$ cat src/rtl/hmp_pkg.sv
package hmp_pkg;
  typedef enum logic [1:0] {
    ST_IDLE   = 2'd0,
    ST_ACCESS = 2'd1,
    ST_RDWAIT = 2'd2
  } hmpState_t;

  typedef struct packed {
    logic latchAddr;
    logic loadCore;
    logic capWr;
    logic opWrite;
    logic memReq;
    logic memWe;
    logic takeMem;
    logic takeHold;
    logic stepPtr;
  } hmpStrobe_t;
endpackage

$ cat src/rtl/hmp_sync.sv
module hmp_sync #(
  parameter int STAGES = 2,
  parameter int BUS_W  = 16
) (
  input  logic             clk,
  input  logic             rstN,
  input  logic             sel,
  input  logic             ale,
  input  logic             rd,
  input  logic             wr,
  input  logic [BUS_W-1:0] busIn,
  output logic [BUS_W-1:0] busS,
  output logic             aleFall,
  output logic             rdRise,
  output logic             wrRise
);
  localparam int LAST = STAGES - 1;

  logic [STAGES-1:0][3:0]      lvlPipe;
  logic [STAGES-1:0][BUS_W-1:0] busPipe;
  logic [3:0] lvlNow, lvlPrev;

  always_ff @(posedge clk or negedge rstN) begin
    if (!rstN) begin
      lvlPipe <= '0;
      busPipe <= '0;
      lvlPrev <= '0;
    end else begin
      lvlPipe[0] <= {sel, ale, rd, wr};
      busPipe[0] <= busIn;
      for (int i = 1; i < STAGES; i++) begin
        lvlPipe[i] <= lvlPipe[i-1];
        busPipe[i] <= busPipe[i-1];
      end
      lvlPrev <= lvlPipe[LAST];
    end
  end

  assign lvlNow = lvlPipe[LAST];
  assign busS   = busPipe[LAST];

  // bit 3 sel, bit 2 ale, bit 1 rd, bit 0 wr
  assign aleFall = lvlNow[3] & lvlPrev[2] & ~lvlNow[2];
  assign rdRise  = (lvlNow[3] & lvlNow[1]) & ~(lvlPrev[3] & lvlPrev[1]);
  assign wrRise  = (lvlNow[3] & lvlNow[0]) & ~(lvlPrev[3] & lvlPrev[0]);
endmodule

$ cat src/rtl/hmp_ctrl.sv
module hmp_ctrl (
  input  logic               clk,
  input  logic               rstN,
  input  logic               aleFall,
  input  logic               rdRise,
  input  logic               wrRise,
  input  logic               busTopBit,
  input  logic               corePtrLd,
  input  logic               isPm,
  input  logic               phase,
  input  logic               protHit,
  output hmp_pkg::hmpStrobe_t st,
  output logic               busy
);
  import hmp_pkg::*;

  hmpState_t state;
  logic opWrite;
  logic needMem;

  always_comb begin
    if (opWrite) needMem = isPm ? phase : ~protHit;
    else         needMem = ~isPm | ~phase;
  end

  always_comb begin
    st = '0;
    st.opWrite   = opWrite;
    st.loadCore  = corePtrLd;
    st.latchAddr = aleFall & ~busTopBit & ~corePtrLd;
    st.capWr     = (state == ST_IDLE) & wrRise;
    case (state)
      ST_ACCESS: begin
        st.memReq = needMem;
        st.memWe  = opWrite & needMem;
        if (opWrite) begin
          st.stepPtr = 1'b1;
        end else if (!needMem) begin
          st.takeHold = 1'b1;
          st.stepPtr  = 1'b1;
        end
      end
      ST_RDWAIT: begin
        st.takeMem = 1'b1;
        st.stepPtr = 1'b1;
      end
      default: ;
    endcase
  end

  always_ff @(posedge clk or negedge rstN) begin
    if (!rstN) begin
      state   <= ST_IDLE;
      opWrite <= 1'b0;
      busy    <= 1'b0;
    end else begin
      case (state)
        ST_IDLE: if (rdRise || wrRise) begin
          state   <= ST_ACCESS;
          opWrite <= wrRise;
          busy    <= 1'b1;
        end
        ST_ACCESS: begin
          if (opWrite || !needMem) begin
            state <= ST_IDLE;
            busy  <= 1'b0;
          end else begin
            state <= ST_RDWAIT;
          end
        end
        ST_RDWAIT: begin
          state <= ST_IDLE;
          busy  <= 1'b0;
        end
        default: state <= ST_IDLE;
      endcase
    end
  end
endmodule

$ cat src/rtl/hmp_datapath.sv
module hmp_datapath #(
  parameter int          ADDR_W    = 14,
  parameter int          BUS_W     = 16,
  parameter int          WORD_W    = 24,
  parameter logic [13:0] PROT_BASE = 14'h3FE0
) (
  input  logic                clk,
  input  logic                rstN,
  input  hmp_pkg::hmpStrobe_t st,
  input  logic [BUS_W-1:0]    busS,
  input  logic [ADDR_W:0]     corePtrVal,
  input  logic [WORD_W-1:0]   memRdata,
  output logic [ADDR_W-1:0]   memAddr,
  output logic                memIsPm,
  output logic [WORD_W-1:0]   memWdata,
  output logic [BUS_W-1:0]    rdData,
  output logic                phase,
  output logic                protHit
);
  localparam int LOW_W = WORD_W - BUS_W;

  logic [ADDR_W-1:0] ptr;
  logic              ptrPm;
  logic [BUS_W-1:0]  hold;
  logic [BUS_W-1:0]  wrReg;

  always_ff @(posedge clk or negedge rstN) begin
    if (!rstN) begin
      ptr    <= '0;
      ptrPm  <= 1'b0;
      phase  <= 1'b0;
      hold   <= '0;
      wrReg  <= '0;
      rdData <= '0;
    end else begin
      if (st.loadCore) begin
        ptr   <= corePtrVal[ADDR_W-1:0];
        ptrPm <= corePtrVal[ADDR_W];
        phase <= 1'b0;
      end else if (st.latchAddr) begin
        ptr   <= busS[ADDR_W-1:0];
        ptrPm <= busS[ADDR_W];
        phase <= 1'b0;
      end else if (st.stepPtr) begin
        if (ptrPm) phase <= ~phase;
        if (!ptrPm || phase) ptr <= ptr + 1'b1;
      end

      if (st.capWr) wrReg <= busS;

      if (st.stepPtr && st.opWrite && ptrPm && !phase) hold <= wrReg;
      if (st.takeMem && ptrPm) hold <= {{(BUS_W-LOW_W){1'b0}}, memRdata[LOW_W-1:0]};

      if (st.takeMem)
        rdData <= ptrPm ? memRdata[WORD_W-1:LOW_W] : memRdata[BUS_W-1:0];
      else if (st.takeHold)
        rdData <= {{(BUS_W-LOW_W){1'b0}}, hold[LOW_W-1:0]};
    end
  end

  assign memAddr  = ptr;
  assign memIsPm  = ptrPm;
  assign memWdata = ptrPm ? {hold, wrReg[LOW_W-1:0]} : {{LOW_W{1'b0}}, wrReg};
  assign protHit  = ~ptrPm & (ptr >= PROT_BASE);
endmodule

$ cat src/rtl/host_mem_port.sv
module host_mem_port #(
  parameter int          ADDR_W      = 14,
  parameter int          BUS_W       = 16,
  parameter int          WORD_W      = 24,
  parameter int          SYNC_STAGES = 2,
  parameter logic [13:0] PROT_BASE   = 14'h3FE0
) (
  input  logic              clk,
  input  logic              rstN,
  input  logic              hostSel,
  input  logic              hostAle,
  input  logic              hostRd,
  input  logic              hostWr,
  input  logic [BUS_W-1:0]  hostAdIn,
  output logic [BUS_W-1:0]  hostAdOut,
  output logic              hostAdOe,
  output logic              hostAck,
  input  logic              corePtrLd,
  input  logic [ADDR_W:0]   corePtrVal,
  output logic              memReq,
  output logic              memWe,
  output logic              memIsPm,
  output logic [ADDR_W-1:0] memAddr,
  output logic [WORD_W-1:0] memWdata,
  input  logic [WORD_W-1:0] memRdata
);
  import hmp_pkg::*;

  logic [BUS_W-1:0] busS;
  logic aleFall, rdRise, wrRise;
  logic phase, protHit, busy;
  hmpStrobe_t st;

  hmp_sync #(.STAGES(SYNC_STAGES), .BUS_W(BUS_W)) sync_i (
    .clk(clk), .rstN(rstN), .sel(hostSel), .ale(hostAle), .rd(hostRd), .wr(hostWr),
    .busIn(hostAdIn), .busS(busS), .aleFall(aleFall), .rdRise(rdRise), .wrRise(wrRise)
  );

  hmp_ctrl ctrl_i (
    .clk(clk), .rstN(rstN), .aleFall(aleFall), .rdRise(rdRise), .wrRise(wrRise),
    .busTopBit(busS[BUS_W-1]), .corePtrLd(corePtrLd), .isPm(memIsPm), .phase(phase),
    .protHit(protHit), .st(st), .busy(busy)
  );

  hmp_datapath #(.ADDR_W(ADDR_W), .BUS_W(BUS_W), .WORD_W(WORD_W), .PROT_BASE(PROT_BASE)) dp_i (
    .clk(clk), .rstN(rstN), .st(st), .busS(busS), .corePtrVal(corePtrVal),
    .memRdata(memRdata), .memAddr(memAddr), .memIsPm(memIsPm), .memWdata(memWdata),
    .rdData(hostAdOut), .phase(phase), .protHit(protHit)
  );

  assign memReq   = st.memReq;
  assign memWe    = st.memWe;
  assign hostAck  = ~busy;
  assign hostAdOe = hostSel & hostRd;
endmodule

$ cat config.mk
export PLATFORM = sky130hd
export DESIGN_NAME = host_mem_port
export DESIGN_NICKNAME = d
export VERILOG_FILES = /design/src/rtl/hmp_pkg.sv /design/src/rtl/hmp_sync.sv /design/src/rtl/hmp_ctrl.sv /design/src/rtl/hmp_datapath.sv /design/src/rtl/host_mem_port.sv
export SDC_FILE = /design/constraint.sdc
export NUM_CORES = 1
export LEC_CHECK = 0
export BUFFER_PORTS_ARGS = -buffer_cell sky130_fd_sc_hd__buf_2
export CAP_MARGIN = 10
export CELL_PAD_IN_SITES_DETAIL_PLACEMENT = 1
export CELL_PAD_IN_SITES_GLOBAL_PLACEMENT = 1
export CORE_ASPECT_RATIO = 1.4
export CORE_MARGIN = 4
export CORE_UTILIZATION = 37
export DETAILED_ROUTE_END_ITERATION = 10
export GPL_TIMING_DRIVEN = 0
export PLACE_DENSITY_LB_ADDON = 0.25
export SYNTH_ARGS = -nofsm -noshare
export SYNTH_HDL_FRONTEND = slang
export SYNTH_SLANG_ARGS = --single-unit
$ cat constraint.sdc
create_clock -name clk -period 3.89 [get_ports clk]
set_input_delay 0.389 -clock clk [delete_from_list [all_inputs] [get_ports clk]]
set_output_delay 0.389 -clock clk [all_outputs]
set_load 0.1 [all_outputs]
==> flow_summary.yaml, run 1 <==
setup_path:
  worst-endpoint-arrival_ns: 2.61
  start_kind: "flip-flop"
  crit_type: "flip-flop to primary output"
  endpoint_kind: "primary output"
  critical_path_required_ns: 3.50
  critPathMaxFanout: 10
job:
  cap_viol_max_count: 0
timing:
  max_slew_margin: 0.583
  rsz0062_at_grt: "false"
  finalHoldViolCount: 0
  setup_violations: 0
  worst_clock_skew_ns: 0.00869
  period_share: 0.770
  tightest_slew_ns: 0.623
  slew_violations: 0
  layout_min_cycle_time_ns: 2.99
  max_freq_mhz: 334
  tns_ns: 0
  worst_slack_ns: 0.896
  hold-worst-slack_ns: 0.134
cts:
  clock_sinks: 112
  htreeDepth: 3
  cts-resized-gates: 0
  clkSlewWorstSetupHoldPaths_ns: 0.08
  clk_path_buf_depth: 2
  post_cts_buffers: 0
  cts_buffers: 9
  post_cts_hold_buffer_count: 1
  cts-root-buf: "clkbuf_16"
  clk_latency_ns: 0.35
  cts_tree: "built"
logic_synthesis:
  syn-num-nets: 503
  ys_ff_latch: 112
  synth_edf_count: 0
  ys_types: 54
  synth.avg_cell_area_um2: 11.6
  ys_warn_count: 0
  synthArstFlopShare: 1.00
  synth_seq_area_share: 0.555
  syn_inst: 435
  syn_area_mm2: 0.00505
  synthFlopType: "dfrtp_1"
floorplan:
  placement_rows: 50
  io_pins: 121
  chipHeight_um: 146
  initial_core_util: 0.377
  die-area_mm2: 0.0156
  core_mm2: 0.0134
  die_w_um: 107
power_and_ir_drop:
  power_w: 0.00563
  sw_frac_of_total: 0.538
  powerDensity_mw_per_mm2: 905
  clkPwrFrac: 0.168
  combPwrFrac: 0.522
  p_leak_nw: 2.91
  power.switching_w: 0.00303
  peakVddDrop_mv: 0.449
  p_seq_frac: 0.310
  p_int_w: 0.00260
grt:
  grt_overflow: 0
  grt_pass1_vias: 4212
  antenna_found_initial: 0
  grtUsageTotal: 0.185
  grt_pass1_wl_um: 22700
  grt_max_degree: 59
placement:
  detailed_place_hpwl_um: 10700
  place_ws_ns: 1.17
  finalWeightedCongestion: 0.855
  io_buffers: 120
cells_and_area:
  area_delta_synth_final_pct: 23.4
  fin_util: 0.465
  antenna_cells: 0
  drive_gt1_frac: 0.353
  fin_nets: 636
drt:
  routed-via-count: 3825
  drc: 0
  totalWireLength_um: 13900
  drt_iter0_drc: 140
  drt-pass1-iter-count: 4
  viasPerCell: 5.07
  ant_nets: 0
  wl_per_cell_um: 18.4
min_path:
  min_path_type: "input pin to flip-flop"
outcome:
  status: "complete, no violations"
==> sequential cells by signal (all words and copies together) (netlist names) <==
| register | count |
|---|---|
| ctrl_i.state | 2 |
| ctrl_i.opWrite | 1 |
| sync_i.lvlNow | 4 |
| dp_i.memAddr | 14 |
| sync_i.busPipe | 16 |
| dp_i.phase | 1 |
| dp_i.memIsPm | 1 |
| sync_i.lvlPrev | 4 |
| sync_i.busS | 16 |
| sync_i.lvlPipe | 4 |
| ctrl_i.busy | 1 |
| dp_i.wrReg | 16 |
| dp_i.hold | 16 |
| dp_i.rdData | 16 |
==> worst paths after layout <==
| kind | startpoint | end | slack [ns] | depth (start not counted) |
|---|---|---|---|---|
| setup / recovery | dp_i.memIsPm | memReq | 0.90 | 6 |
| hold / removal | hostAdIn[5] | sync_i.busPipe[5] | 0.13 | 1 |
| setup reg to reg | ctrl_i.state[0] | dp_i.rdData[4] | 1.80 | 6 |
| hold reg to reg | sync_i.busPipe[1] | sync_i.busS[1] | 0.35 | 0 |
| max in group asynchronous | rstN | dp_i.memAddr[12] | 2.66 | 3 |
| min in group asynchronous | rstN | dp_i.rdData[8] | 0.55 | 2 |
==> per-stage QoR <==
| stage | instances | area (µm²) |
|---|---|---|
| 5_1_grt | 755 | 6220 |
| 6_report | 755 | 6220 |
| 2_1_floorplan | 435 | 5050 |
| 4_1_cts | 755 | 6220 |
| 3_5_place_dp | 738 | 5910 |
| 3_3_place_gp | 737 | 5870 |
==> worst max-delay path, stage by stage (launching register included) <==
cell and delay, ns:
dfrtp_1 0.51, buf_4 0.26, buf_4 0.24, clkbuf_1 0.37
nor2_1 0.16, a21oi_1 0.24, buf_2 0.47
==> metal layers <==
metal | GRT usage | routed length, µm
met5 | 0 | 0
met1 | 0.227 | 5780
met2 | 0.330 | 7310
met3 | 0.0358 | 657
met4 | 0.0531 | 184
==> synth_stat cells (all sizes together), types with 2 or more instances <==
| master | count | area (µm²) |
|---|---|---|
| nor2 | 12 | 45.0 |
| o21ai | 35 | 175 |
| a22o | 8 | 70.1 |
| and4 | 3 | 26.3 |
| o22a | 3 | 26.3 |
| clkbuf | 7 | 26.3 |
| a22oi | 4 | 30.0 |
| a32o | 3 | 30.0 |
| and3 | 2 | 12.5 |
| buf | 27 | 189 |
| a21oi | 6 | 30.0 |
| nor2b | 2 | 12.5 |
| and2 | 16 | 100 |
| nand2b | 2 | 12.5 |
| nand4 | 7 | 43.8 |
| inv | 11 | 41.3 |
| dfrtp | 112 | 2800 |
| ha | 6 | 75.1 |
| nor3 | 2 | 10.0 |
| a31oi | 7 | 43.8 |
| mux2 | 33 | 372 |
| o31a | 2 | 17.5 |
| a2bb2oi | 7 | 61.3 |
| nand2 | 54 | 203 |
| a21boi | 4 | 30.0 |
| nand3 | 10 | 55.1 |
| a32oi | 4 | 35.0 |
| o211ai | 2 | 33.8 |
| mux2i | 28 | 280 |
==> cell usage in the layout, fill, tap and decap left out, types with 9 or more instances in the layout <==
cell / instances
mux2i_1: 28
nand2_1: 54
dfrtp_1: 112
buf_4: 11
nand3_1: 9
nor2_1: 12
clkbuf_16: 9
o21ai_1: 9
buf_2: 131
o21ai_0: 26
and2_1: 16
mux2_2: 32
inv_1: 11
==> area by class of cell <==
cell class / instances / area, µm²
Buffer: 34 / 215
Clock buffer: 9 / 225
Sequential cell: 112 / 2800
Multi-Input combinational cell: 278 / 1990
Tap cell: 182 / 228
Inverter: 11 / 41.3
Fill cell: 1532 / 7160
Clock inverter: 7 / 81.3
Timing Repair Buffer: 122 / 644
==> power by group through the flow <==
| stage | Combinational (W) | Clock (W) | Sequential, W |
|---|---|---|---|
| 3_5_place_dp | 0.00297 | 0 | 0.00177 |
| 4_1_cts | 0.00298 | 0.000975 | 0.00175 |
| 6_report | 0.00294 | 0.000944 | 0.00175 |
| 5_1_grt | 0.00310 | 0.00103 | 0.00179 |
| 3_3_place_gp | 0.00291 | 0 | 0.00175 |
| 2_1_floorplan | 0.00172 | 0 | 0.00243 |
==> cells by family (layout without fill, tap and decap cells) <==
family	Yosys count	in the layout	synth area share
simple gates	114	114	0.112
flops	112	112	0.555
compound gates	95	95	0.134
mux	61	61	0.129
buf+inv	45	183	0.0508
fa+ha+maj	6	6	0.0149
xor+xnor	2	2	0.00347
Note: power is estimated with default switching activity, not from simulation.
==> run 2: changes to the inputs <==
Clock period 3.89 ns to 2.85 ns, I/O delays scaled along.
==> flow_summary.yaml, run 2 (synthesis results as in run 1) <==
cells_and_area:
  final_cell_count_no_fill: 754
  register_area_mm2: 0.00280
  antenna_cells: 0
  area_delta_synth_final_pct: 23.2
  mostFrequentLayoutCell: "buf_2"
  final_cell_mix: "buf_2 (129), dfrtp_1 (112), nand2_1 (54), mux2_2 (32), mux2i_1 (28)"
  finalInstanceArea_mm2: 0.00621
  fillers: 1532
  multiInputGateArea_mm2: 0.00201
  drive_gt1_frac: 0.358
  fin_nets: 635
cts:
  cts-root-buf: "clkbuf_16"
  clkSlewWorstSetupHoldPaths_ns: 0.08
  clock_sinks: 112
  cts_tree: "built"
  clk_path_buf_depth: 2
  cts_buffers: 9
  clk_latency_ns: 0.35
  htreeDepth: 3
timing:
  max_slew_margin: 0.485
  setup_violations: 0
  rsz0062_at_grt: "false"
  max_freq_mhz: 385
  tightest_slew_ns: 0.772
  period_share: 0.910
  hold-worst-slack_ns: -0.00128
  finalHoldViolCount: 2
  worst_clock_skew_ns: 0.00636
  slew_violations: 0
  tns_ns: 0
  worst_slack_ns: 0.255
  layout_min_cycle_time_ns: 2.59
placement:
  placed_area_mm2: 0.00592
  place_inst: 738
  place_ws_ns: 0.205
  io_buffers: 120
  finalWeightedCongestion: 0.850
  detailed_place_hpwl_um: 10900
power_and_ir_drop:
  sw_frac_of_total: 0.538
  combPwrFrac: 0.529
  peakVddDrop_mv: 0.741
  power.switching_w: 0.00413
  clkPwrFrac: 0.161
  p_leak_nw: 2.90
  p_int_w: 0.00355
  powerDensity_mw_per_mm2: 1240
  p_seq_frac: 0.310
drt:
  drc: 0
  drt-pass1-iter-count: 4
  totalWireLength_um: 14300
  wl_per_cell_um: 19.0
  ant_nets: 0
  viasPerCell: 5.17
  drt_iter0_drc: 165
  routed-via-count: 3895
setup_path:
  endpoint_kind: "primary output"
  slowest_delay_ns: 0.51
  cpMostUsedCell: "buf_4"
  path_cells: "buf_4, buf_4, clkbuf_2, nor2_1, a21oi_4, buf_4"
  crit_type: "flip-flop to primary output"
  critical_path_required_ns: 2.57
  critPathMaxFanout: 10
  start_kind: "flip-flop"
  cp_slowest_cell: "dfrtp_1"
  worst-endpoint-arrival_ns: 2.31
outcome:
  violations: "hold timing"
  status: "complete, but fails checks"
floorplan:
  core_mm2: 0.0134
  placement_rows: 50
  io_pins: 121
  die-area_mm2: 0.0156
  initial_core_util: 0.377
  chipHeight_um: 146
  die_w_um: 107
grt:
  grtUsageTotal: 0.189
  grt_pass1_vias: 4336
  grt_max_degree: 59
  antenna_found_initial: 0
  grt_overflow: 0
  grt_pass1_wl_um: 23300
job:
  cap_viol_max_count: 0
min_path:
  min_path_type: "input pin to async pin"
-- run 2: path summary, 6_finish.rpt --
| kind | from | end | slack, ns | cells after the start |
|---|---|---|---|---|
| min in group clk | hostAdIn[10] | sync_i.busPipe[10] | 0.03 | 1 |
| max in group asynchronous | rstN | dp_i.hold[14] | 2.12 | 2 |
| worst min-delay path | rstN | dp_i.rdData[10] | -0.001 | 1 |
| worst max register to register | ctrl_i.state[0] | dp_i.rdData[7] | 0.79 | 6 |
| worst min register to register | sync_i.busPipe[15] | sync_i.busS[15] | 0.35 | 0 |
| worst max-delay path | dp_i.memIsPm | memReq | 0.26 | 6 |
-- run 2: routing by layer --
metal | global-route usage | vias up | wire length [µm]
li1 | - | 1800 | -
met1 | 0.232 | 1972 | 5830
met2 | 0.340 | 108 | 7640
met3 | 0.0230 | 15 | 581
met4 | 0.0621 | 0 | 233
met5 | 0 | - | 0
-- run 2: timing repair --
item,in CTS,in global routing
gates resized for setup,3,0
setup buffers,0,0
hold buffers,0,0
endpoints found under the hold margin,0,0
setup endpoints to repair,2,0
-- run 2: metrics by stage --
| step | hold slack (ns) | total power (W) | utilization |
|---|---|---|---|
| 6_report | -0.00128 | 0.00768 | 0.464 |
| 5_1_grt | 0.0156 | 0.00806 | 0.464 |
| 4_1_cts | 0.0241 | 0.00777 | 0.464 |
| 3_5_place_dp | 0.336 | 0.00650 | 0.442 |
| 3_3_place_gp | 0.331 | 0.00638 | 0.440 |
| 2_1_floorplan | -0.0106 | 0.00568 | - |
-- run 2: final cells by class --
type / count / share of cell area
plain buffers: 34 / 0.0348
clock buffers: 9 / 0.0362
clock inverters: 7 / 0.00966
inverters: 11 / 0.00664
multi-input cells: 278 / 0.323
flip-flops and latches: 112 / 0.451
well taps: 182 / 0.0366
repair buffers: 121 / 0.102
-- run 2: power groups by stage --
stage | Clock [W] | Sequential [W] | Combinational, W
3_5_place_dp | 0 | 0.00242 | 0.00408
6_report | 0.00124 | 0.00238 | 0.00406
3_3_place_gp | 0 | 0.00239 | 0.00399
4_1_cts | 0.00127 | 0.00239 | 0.00410
2_1_floorplan | 0 | 0.00331 | 0.00237
5_1_grt | 0.00136 | 0.00245 | 0.00426
-- run 2: critical path, delay by kind of cell, from the launching register on --
family / cells / cell delay, ns
buffers and inverters: 4 / 1.08
DFF: 1 / 0.51
AOI/OAI and AO/OA: 1 / 0.20
and+or+nand+nor: 1 / 0.16
